## src/rtl/sdma_pkg.sv

```systemverilog
package sdma_pkg;

   localparam int OFF_W = 3;

   localparam logic [OFF_W-1:0] OFF_CTRL    = 3'd0;
   localparam logic [OFF_W-1:0] OFF_ADDR_HI = 3'd1;
   localparam logic [OFF_W-1:0] OFF_ADDR_LO = 3'd2;
   localparam logic [OFF_W-1:0] OFF_CNT_HI  = 3'd3;
   localparam logic [OFF_W-1:0] OFF_CNT_LO  = 3'd4;
   localparam logic [OFF_W-1:0] OFF_RES_HI  = 3'd5;
   localparam logic [OFF_W-1:0] OFF_RES_LO  = 3'd6;

   // status bit positions above the writable control nibble
   localparam int SB_CONFLICT = 4;
   localparam int SB_BUSERR   = 5;
   localparam int SB_BUSY     = 6;

   // bit 0 fifo_run, bit 1 scsi_run, bit 2 send, bit 3 en
   typedef struct packed {
      logic en;
      logic send;
      logic scsi_run;
      logic fifo_run;
   } ctrl_t;

   typedef enum logic [1:0] {
      XS_IDLE  = 2'd0,
      XS_BYTE0 = 2'd1,
      XS_BYTE1 = 2'd2,
      XS_MEM   = 2'd3
   } xfer_state_e;

endpackage

```

## src/rtl/sdma_widen.sv

```systemverilog
module sdma_widen #(
   parameter int IN_W  = 24,
   parameter int OUT_W = 32
) (
   input  logic [IN_W-1:0]  din,
   output logic [OUT_W-1:0] dout
);
   generate
      if (IN_W == OUT_W) begin : g_same
         assign dout = din;
      end else begin : g_pad
         assign dout = {{(OUT_W-IN_W){1'b0}}, din};
      end
   endgenerate
endmodule

```

## src/rtl/sdma_regs.sv

```systemverilog
module sdma_regs
   import sdma_pkg::*;
#(
   parameter int REG_W  = 16,
   parameter int ADDR_W = 32,
   parameter int CNT_W  = 32
) (
   input  logic                clk,
   input  logic                rst_n,
   input  logic                reg_wr,
   input  logic                reg_rd,
   input  logic [OFF_W-1:0]    reg_off,
   input  logic [REG_W-1:0]    reg_wdata,
   output logic [REG_W-1:0]    reg_rdata,
   output ctrl_t               ctrl,
   output logic                bus_err,
   output logic                conflict,
   output logic                ld_addr,
   output logic [ADDR_W-1:0]   ld_addr_val,
   output logic                ld_cnt,
   output logic [CNT_W-1:0]    ld_cnt_val,
   input  logic [ADDR_W-1:0]   addr,
   input  logic [CNT_W-1:0]    count,
   input  logic [CNT_W-1:0]    resid,
   input  logic                busy
);
   localparam int WIDE_W = 2 * REG_W;

   logic [WIDE_W-1:0] addr_x, cnt_x, res_x, new_addr, new_cnt;
   logic [CNT_W-1:0]  resid_rep;
   logic              guarded, data_wr, hi_sel;
   logic [REG_W-1:0]  rd_mux;

   // outbound partial transfers report one byte fewer left
   always_comb begin
      resid_rep = resid;
      if (ctrl.send && resid != '0 && resid < count)
         resid_rep = resid - CNT_W'(1);
   end

   sdma_widen #(.IN_W(ADDR_W), .OUT_W(WIDE_W)) u_wa (.din(addr),      .dout(addr_x));
   sdma_widen #(.IN_W(CNT_W),  .OUT_W(WIDE_W)) u_wc (.din(count),     .dout(cnt_x));
   sdma_widen #(.IN_W(CNT_W),  .OUT_W(WIDE_W)) u_wr (.din(resid_rep), .dout(res_x));

   assign guarded = ctrl.en | busy;
   assign data_wr = reg_wr && (reg_off == OFF_ADDR_HI || reg_off == OFF_ADDR_LO ||
                               reg_off == OFF_CNT_HI  || reg_off == OFF_CNT_LO);
   assign hi_sel  = (reg_off == OFF_ADDR_HI) || (reg_off == OFF_CNT_HI);

   always_comb begin
      new_addr = addr_x;
      new_cnt  = cnt_x;
      if (hi_sel) begin
         new_addr[WIDE_W-1:REG_W] = reg_wdata;
         new_cnt[WIDE_W-1:REG_W]  = reg_wdata;
      end else begin
         new_addr[REG_W-1:0] = reg_wdata;
         new_cnt[REG_W-1:0]  = reg_wdata;
      end
   end

   assign ld_addr     = data_wr && !guarded &&
                        (reg_off == OFF_ADDR_HI || reg_off == OFF_ADDR_LO);
   assign ld_cnt      = data_wr && !guarded &&
                        (reg_off == OFF_CNT_HI || reg_off == OFF_CNT_LO);
   assign ld_addr_val = new_addr[ADDR_W-1:0];
   assign ld_cnt_val  = new_cnt[CNT_W-1:0];

   always_ff @(posedge clk or negedge rst_n) begin
      if (!rst_n) begin
         ctrl     <= '0;
         bus_err  <= 1'b0;
         conflict <= 1'b0;
      end else begin
         if (reg_wr && reg_off == OFF_CTRL)
            ctrl <= ctrl_t'(reg_wdata[3:0]);
         if (!ctrl.fifo_run) begin
            bus_err  <= 1'b0;
            conflict <= 1'b0;
         end else begin
            if (data_wr && guarded)
               conflict <= 1'b1;
            if (ctrl.en && !busy && resid != '0 && addr[0])
               bus_err <= 1'b1;
         end
      end
   end

   always_comb begin
      rd_mux = '0;
      case (reg_off)
         OFF_CTRL: begin
            rd_mux[3:0]         = ctrl;
            rd_mux[SB_CONFLICT] = conflict;
            rd_mux[SB_BUSERR]   = bus_err;
            rd_mux[SB_BUSY]     = busy;
         end
         OFF_ADDR_HI: rd_mux = addr_x[WIDE_W-1:REG_W];
         OFF_ADDR_LO: rd_mux = addr_x[REG_W-1:0];
         OFF_CNT_HI:  rd_mux = cnt_x[WIDE_W-1:REG_W];
         OFF_CNT_LO:  rd_mux = cnt_x[REG_W-1:0];
         OFF_RES_HI:  rd_mux = res_x[WIDE_W-1:REG_W];
         OFF_RES_LO:  rd_mux = res_x[REG_W-1:0];
         default:     rd_mux = '0;
      endcase
   end

   always_ff @(posedge clk or negedge rst_n) begin
      if (!rst_n)      reg_rdata <= '0;
      else if (reg_rd) reg_rdata <= rd_mux;
   end

   assert_flag_clear_R2: assert property (@(posedge clk) disable iff (!rst_n)
      !ctrl.fifo_run |=> (!bus_err && !conflict));

endmodule

```

## src/rtl/sdma_xfer.sv

```systemverilog
module sdma_xfer
   import sdma_pkg::*;
#(
   parameter int ADDR_W = 32,
   parameter int CNT_W  = 32
) (
   input  logic              clk,
   input  logic              rst_n,
   input  logic              en,
   input  logic              send,
   input  logic              fifo_run,
   input  logic              bus_err,
   input  logic              ld_addr,
   input  logic [ADDR_W-1:0] ld_addr_val,
   input  logic              ld_cnt,
   input  logic [CNT_W-1:0]  ld_cnt_val,
   input  logic              scsi_drq,
   output logic              scsi_dack,
   output logic              mem_req,
   output logic              mem_we,
   output logic [ADDR_W-1:0] mem_addr,
   input  logic              mem_ack,
   output logic [ADDR_W-1:0] addr,
   output logic [CNT_W-1:0]  count,
   output logic [CNT_W-1:0]  resid,
   output logic              busy,
   output logic              buffered
);
   xfer_state_e state;
   logic        dir_out;
   logic        go, last_byte;

   assign go        = en && fifo_run && !bus_err && resid != '0 && !addr[0];
   assign last_byte = (resid == CNT_W'(1));
   assign scsi_dack = (state == XS_BYTE0 || state == XS_BYTE1) && scsi_drq;
   assign mem_req   = (state == XS_MEM);
   assign mem_we    = !dir_out;
   assign mem_addr  = addr;
   assign busy      = (state != XS_IDLE);

   always_ff @(posedge clk or negedge rst_n) begin
      if (!rst_n) begin
         state    <= XS_IDLE;
         dir_out  <= 1'b0;
         addr     <= '0;
         count    <= '0;
         resid    <= '0;
         buffered <= 1'b0;
      end else begin
         if (ld_addr) addr <= ld_addr_val;
         if (ld_cnt) begin
            count <= ld_cnt_val;
            resid <= ld_cnt_val;
         end
         if (!fifo_run) begin
            state    <= XS_IDLE;
            buffered <= 1'b0;
         end else begin
            unique case (state)
               XS_IDLE: if (go) begin
                  dir_out <= send;
                  state   <= send ? XS_MEM : XS_BYTE0;
               end
               XS_BYTE0: begin
                  if (scsi_dack) begin
                     resid <= resid - CNT_W'(1);
                     if (dir_out) begin
                        if (last_byte) begin
                           addr     <= addr + ADDR_W'(2);
                           buffered <= 1'b0;
                           state    <= XS_IDLE;
                        end else begin
                           state <= XS_BYTE1;
                        end
                     end else begin
                        buffered <= 1'b1;
                        state    <= last_byte ? XS_MEM : XS_BYTE1;
                     end
                  end else if (!dir_out && !en) begin
                     state <= XS_IDLE;  // inbound word not begun: boundary
                  end
               end
               XS_BYTE1: if (scsi_dack) begin
                  resid <= resid - CNT_W'(1);
                  if (dir_out) begin
                     addr     <= addr + ADDR_W'(2);
                     buffered <= 1'b0;
                     state    <= XS_IDLE;
                  end else begin
                     state <= XS_MEM;
                  end
               end
               XS_MEM: if (mem_ack) begin
                  if (dir_out) begin
                     buffered <= 1'b1;
                     state    <= XS_BYTE0;
                  end else begin
                     addr     <= addr + ADDR_W'(2);
                     buffered <= 1'b0;
                     state    <= XS_IDLE;
                  end
               end
               default: state <= XS_IDLE;
            endcase
         end
      end
   end

   assert_even_run_R8: assert property (@(posedge clk) disable iff (!rst_n)
      busy |-> !addr[0]);
   assert_cnt_frozen_R9: assert property (@(posedge clk) disable iff (!rst_n)
      busy |=> (count == $past(count)));
   assert_resid_bound_R3: assert property (@(posedge clk) disable iff (!rst_n)
      resid <= count);
   assert_word_step_R4: assert property (@(posedge clk) disable iff (!rst_n)
      (mem_req && mem_ack && mem_we && fifo_run) |=> (addr == $past(addr) + ADDR_W'(2)));

endmodule

```

## src/rtl/sdma_irq_gate.sv

```systemverilog
module sdma_irq_gate (
   input  logic en,
   input  logic scsi_irq,
   input  logic buffered,
   input  logic resid_zero,
   output logic host_irq
);
   assign host_irq = scsi_irq && en && !buffered && resid_zero;
endmodule

```

## src/rtl/sdma_engine.sv

```systemverilog
module sdma_engine
   import sdma_pkg::*;
#(
   parameter int REG_W  = 16,
   parameter int ADDR_W = 32,
   parameter int CNT_W  = 32
) (
   input  logic              clk,
   input  logic              rst_n,
   input  logic              reg_wr,
   input  logic              reg_rd,
   input  logic [2:0]        reg_off,
   input  logic [REG_W-1:0]  reg_wdata,
   output logic [REG_W-1:0]  reg_rdata,
   input  logic              scsi_irq,
   input  logic              scsi_drq,
   output logic              scsi_dack,
   output logic              scsi_rst_n,
   output logic              mem_req,
   output logic              mem_we,
   output logic [ADDR_W-1:0] mem_addr,
   input  logic              mem_ack,
   output logic              host_irq
);
   generate
      if (REG_W < 8) begin : g_bad_reg
         $error("REG_W must hold the control and status bits");
      end
      if (ADDR_W <= REG_W || ADDR_W > 2 * REG_W) begin : g_bad_addr
         $error("ADDR_W must fit a high/low register pair");
      end
      if (CNT_W <= REG_W || CNT_W > 2 * REG_W) begin : g_bad_cnt
         $error("CNT_W must fit a high/low register pair");
      end
   endgenerate

   ctrl_t             ctrl;
   logic              bus_err, conflict, busy, buffered;
   logic              ld_addr, ld_cnt;
   logic [ADDR_W-1:0] ld_addr_val, addr;
   logic [CNT_W-1:0]  ld_cnt_val, count, resid;

   sdma_regs #(.REG_W(REG_W), .ADDR_W(ADDR_W), .CNT_W(CNT_W)) u_regs (
      .clk(clk), .rst_n(rst_n),
      .reg_wr(reg_wr), .reg_rd(reg_rd), .reg_off(reg_off),
      .reg_wdata(reg_wdata), .reg_rdata(reg_rdata),
      .ctrl(ctrl), .bus_err(bus_err), .conflict(conflict),
      .ld_addr(ld_addr), .ld_addr_val(ld_addr_val),
      .ld_cnt(ld_cnt), .ld_cnt_val(ld_cnt_val),
      .addr(addr), .count(count), .resid(resid), .busy(busy)
   );

   sdma_xfer #(.ADDR_W(ADDR_W), .CNT_W(CNT_W)) u_xfer (
      .clk(clk), .rst_n(rst_n),
      .en(ctrl.en), .send(ctrl.send), .fifo_run(ctrl.fifo_run), .bus_err(bus_err),
      .ld_addr(ld_addr), .ld_addr_val(ld_addr_val),
      .ld_cnt(ld_cnt), .ld_cnt_val(ld_cnt_val),
      .scsi_drq(scsi_drq), .scsi_dack(scsi_dack),
      .mem_req(mem_req), .mem_we(mem_we), .mem_addr(mem_addr), .mem_ack(mem_ack),
      .addr(addr), .count(count), .resid(resid), .busy(busy), .buffered(buffered)
   );

   sdma_irq_gate u_gate (
      .en(ctrl.en), .scsi_irq(scsi_irq), .buffered(buffered),
      .resid_zero(resid == '0), .host_irq(host_irq)
   );

   assign scsi_rst_n = ctrl.scsi_run;

   assert_gate_enable_R6: assert property (@(posedge clk) disable iff (!rst_n)
      host_irq |-> (ctrl.en && scsi_irq));
   assert_gate_quiet_R7: assert property (@(posedge clk) disable iff (!rst_n)
      host_irq |-> (resid == '0 && !buffered && !busy));

endmodule

```

## config.mk

```make
export PLATFORM = sky130hd
export DESIGN_NAME = sdma_engine
export DESIGN_NICKNAME = d
export VERILOG_FILES = /design/src/rtl/sdma_pkg.sv /design/src/rtl/sdma_widen.sv /design/src/rtl/sdma_regs.sv /design/src/rtl/sdma_xfer.sv /design/src/rtl/sdma_irq_gate.sv /design/src/rtl/sdma_engine.sv
export SDC_FILE = /design/constraint.sdc
export NUM_CORES = 1
export LEC_CHECK = 0
export CAP_MARGIN = 30
export CELL_PAD_IN_SITES_DETAIL_PLACEMENT = 1
export CELL_PAD_IN_SITES_GLOBAL_PLACEMENT = 1
export CORE_ASPECT_RATIO = 2
export CORE_MARGIN = 1.5
export CORE_UTILIZATION = 40
export DETAILED_ROUTE_END_ITERATION = 7
export DONT_BUFFER_PORTS = 1
export GPL_TIMING_DRIVEN = 0
export PLACE_DENSITY = 0.78
export SYNTH_ARGS = -nofsm -noshare
export SYNTH_HDL_FRONTEND = slang
export SYNTH_SLANG_ARGS = --single-unit
```

## constraint.sdc

```tcl
create_clock -name clk -period 2.4 [get_ports clk]
set_input_delay 0.12 -clock clk [delete_from_list [all_inputs] [get_ports clk]]
set_output_delay 0.12 -clock clk [all_outputs]
set_load 0.005 [all_outputs]
```

==> run_results.csv <==
group,metric,value,unit
finish,final-instance-count-excl-fill,1465,
status,status,"finished, violations left",
logic_synthesis,async_reset_ff_frac,1.00,
die,io_pins,79,
routing,met2_length,22500,µm
sta,fmax,341,MHz
global_routing,grt_pass1_wl,64100,µm
routing,drc,0,
die,core_region_area,21500,µm²
logic_synthesis,ys_types,75,
setup_path,cp_slowest_cell,"or4_4",
global_routing,first_global_vias,10388,
logic_synthesis,synth_top_area_share,0.349,
clock_tree,cts_buffers,17,
setup_path,path_delay_family,"simple AND/OR/NAND/NOR gates",
die,dieArea,22800,µm²
logic_synthesis,yosys.area.top_type,"dfrtp_1",
routing,wl_met3,2930,µm
sta,relSlewSlack,0.437,
power_and_ir_drop,ir_drop,648,µV
routing,drt-met1-wl,14200,µm
sta,rsz0062_at_grt,"yes",
die,initial_core_util,0.407,
setup_path,cp.depth,13,
setup_path,critical_path_buf_inv_count,5,
die,row_count,76,
routing,wl_per_cell,30.6,µm
worst_hold_path,hp-class,"input pin to async pin",
clock_tree,cts_buffer_depth,2,
logic_synthesis,ys_seq_elements,122,
sta,tightest_slew,845,ps
setup_path,crit_start,"u_xfer.resid[20]",
logic_synthesis,netlist_area,8750,µm²
routing,dr_total_vias,9815,
finish,drive_gt1_frac,0.316,
logic_synthesis,synth_ff_type,"dfrtp_1",
sta,fin_hold_ws,-645,ps
sta,fin_ws,-532,ps
setup_path,cp.required,2750,ps
clock_tree,cts_tree,"done",
routing,antenna_left,0,
sta,finalSetupTns,-21470,ps
sta,fin_worst_skew,10.5,ps
status,violations,"negative hold slack, negative setup slack",
power_and_ir_drop,leakage,4.98,nW
die,fp.dieW,108,µm
global_routing,grt-ovfl-total,0,
setup_path,crit_end,"u_xfer.addr[17]",
logic_synthesis,ys_warn_count,0,
setup_path,cp.arrival,3290,ps
power_and_ir_drop,total_power,14.5,mW
sta,period_share,1.22,
sta,period_needed,2930,ps
setup_path,reg2regPathDepth,13,
routing,drt_iter0_drc,575,
place,place_congestion,0.997,
setup_path,r2r_start,"u_xfer.resid[20]",
logic_synthesis,yosysSeqAreaShare,0.349,
clock_tree,cts_hold_buffers,18,
routing,dr.pass1.iters,5,
global_routing,antenna_found_initial,2,
power_and_ir_drop,power_density,1210,nW/µm²
clock_tree,clock-sinks,122,
clock_tree,htreeDepth,4,
sta,finalHoldViolCount,122,
logic_synthesis,postSynthCellCount,1040,
routing,wl,44800,µm
clock_tree,clkTransAtPathRegs,70,ps
logic_synthesis,synth_edf_count,0,
setup_path,startpoint_type,"flop",
logic_synthesis,synth.area.top_cells,"dfrtp_1 (35%), nand2_1 (6.8%), ha_1 (5.6%)",
logic_synthesis,synth_common_cells,"nand2_1 (159), dfrtp_1 (122), o21ai_0 (80), nor2_1 (74), a21oi_1 (62)",
routing,dr.max_layer_used,"met4",
global_routing,grt_use_total,0.389,
setup_path,endpoint_kind,"flop",
routing,vias_per_cell,6.70,
global_routing,grt_start_max_net_pins,123,
clock_tree,cts-root-buf,"clkbuf_16",
setup_path,critPathMaxStageDelay,590,ps
logic_synthesis,post_synth.cell_area_avg,8.42,µm²
setup_path,path_cells,"buf_8 -> or4_4 -> nor4_4 -> buf_4 -> nand4_4 -> buf_6 -> o21ai_4 -> and2_4 -> buf_12 -> buf_6 -> a21boi_1 -> nand2b_1 -> o311ai_2",
finish,nNetsFinal,1242,
setup_path,critPathMaxFanout,6,
setup_path,crit_top_cell,"buf_6",
place,dp.cells,1314,
place,portBuffers,0,
finish,syn2layout_area_growth,36.3,%
job,maxCapViolCount,0,
setup_path,critPathKind,"flop to flop",
setup_path,reg2reg_to,"u_xfer.addr[17]",
sta,finalSetupViolCount,62,
place,place_hpwl,28900,µm
setup_path,r2r_slack,-530,ps
finish,fin_util,0.555,
logic_synthesis,synth.most_common_cell,"nand2_1",
die,die_h,212,µm
sta,slew_violations,0,
clock_tree,clk_latency,460,ps
logic_synthesis,syn_nets,1105,
## metrics by stage
| step | setup WS, ps | instance area (µm²) |
|---|---|---|
| 2_1_floorplan | -96.9 | 8790 |
| 3_3_place_gp | -1310 | 9130 |
| 3_5_place_dp | -916 | 9140 |
| 4_1_cts | -450 | 11400 |
| 5_1_grt | -538 | 11900 |
| 6_report | -532 | 11900 |
## where the power goes
part | internal, mW | switching, mW | total, mW
registers | 2.95 | 1.47 | 4.41
logic | 3.13 | 4.11 | 7.23
clock network | 1.72 | 1.10 | 2.82
## worst register-to-register path, stage by stage, from the launching register on
cell      delay, ps
dfrtp_1         410
buf_8           140
or4_4           590
nor4_4          280
buf_4           180
nand4_4         100
buf_6           160
o21ai_4         180
and2_4          180
buf_12          140
buf_6           120
a21boi_1         60
nand2b_1        180
o311ai_2        120
## cells in the final DEF, fill, tap and decap left out, drive strengths merged, types with 9 or more instances in the layout
cell type      n
xor2          20
nor3          24
a21oi         63
ha            39
o211ai        32
nor2          76
nor4          15
o221ai         9
inv           52
dlygate4sd3   18
nand4         12
dfrtp        122
and3          15
mux2i         15
nor2b         11
buf          128
nand2        160
mux2          27
nor3b         10
a31oi         12
o21ai        111
clkbuf        60
nand3         19
a22oi         19
a221o         16
## worst min path at each step
stage               startpoint         endpoint  cells after the start
finish                   rst_n  u_xfer.resid[0]                      0
global route             rst_n  u_xfer.resid[1]                      0
CTS                      rst_n  u_xfer.state[1]                      0
detailed placement       rst_n  u_xfer.state[1]                      0
global placement         rst_n  u_xfer.state[1]                      0
floorplan                rst_n   u_regs.bus_err                      0
## sequential cells by signal, summed over array words and instances, names as in the netlist, 2 cells and up
signal            count
u_xfer.state          2
u_xfer.addr          32
u_xfer.resid         32
u_regs.ctrl           4
u_xfer.count         32
u_regs.reg_rdata     16
## routing by layer
| layer | up-vias | global-route usage |
|---|---|---|
| met3 | 277 | 0.0779 |
| met2 | 563 | 0.664 |
| met5 | - | 0 |
| li1 | 4090 | - |
| met1 | 4885 | 0.381 |
| met4 | 0 | 0.376 |
## logic make-up after synthesis
logic type | share of synthesized area
XOR/XNOR | 0.0240
AO/OA/AOI/OAI | 0.242
adder cells (fa/ha/maj) | 0.0557
buffers and inverters | 0.0586
multiplexers | 0.0626
flip-flops | 0.349
AND/OR/NAND/NOR | 0.209
## what timing repair did
| action | 4_1_cts | 5_1_grt |
|---|---|---|
| endpoints found under the hold margin | 200 | 122 |
| pin swaps | 85 | 68 |
| cloned | 4 | 0 |
| buffers inserted | 72 | 31 |
| setup endpoints to repair | 115 | 83 |
| gates resized for setup | 216 | 90 |
## cell type report
class                      instances  area [µm²]
clock buffer                      22         474
fill                            2486        9560
buffer                            63         517
tap                              273         342
timing repair buffer             121        1130
inverter                          52         200
antenna                            2        5.00
clock inverter                    10         140
sequential                       122        3070
multi-input combinational        800        6050
Power figures use the tool's default switching activity.
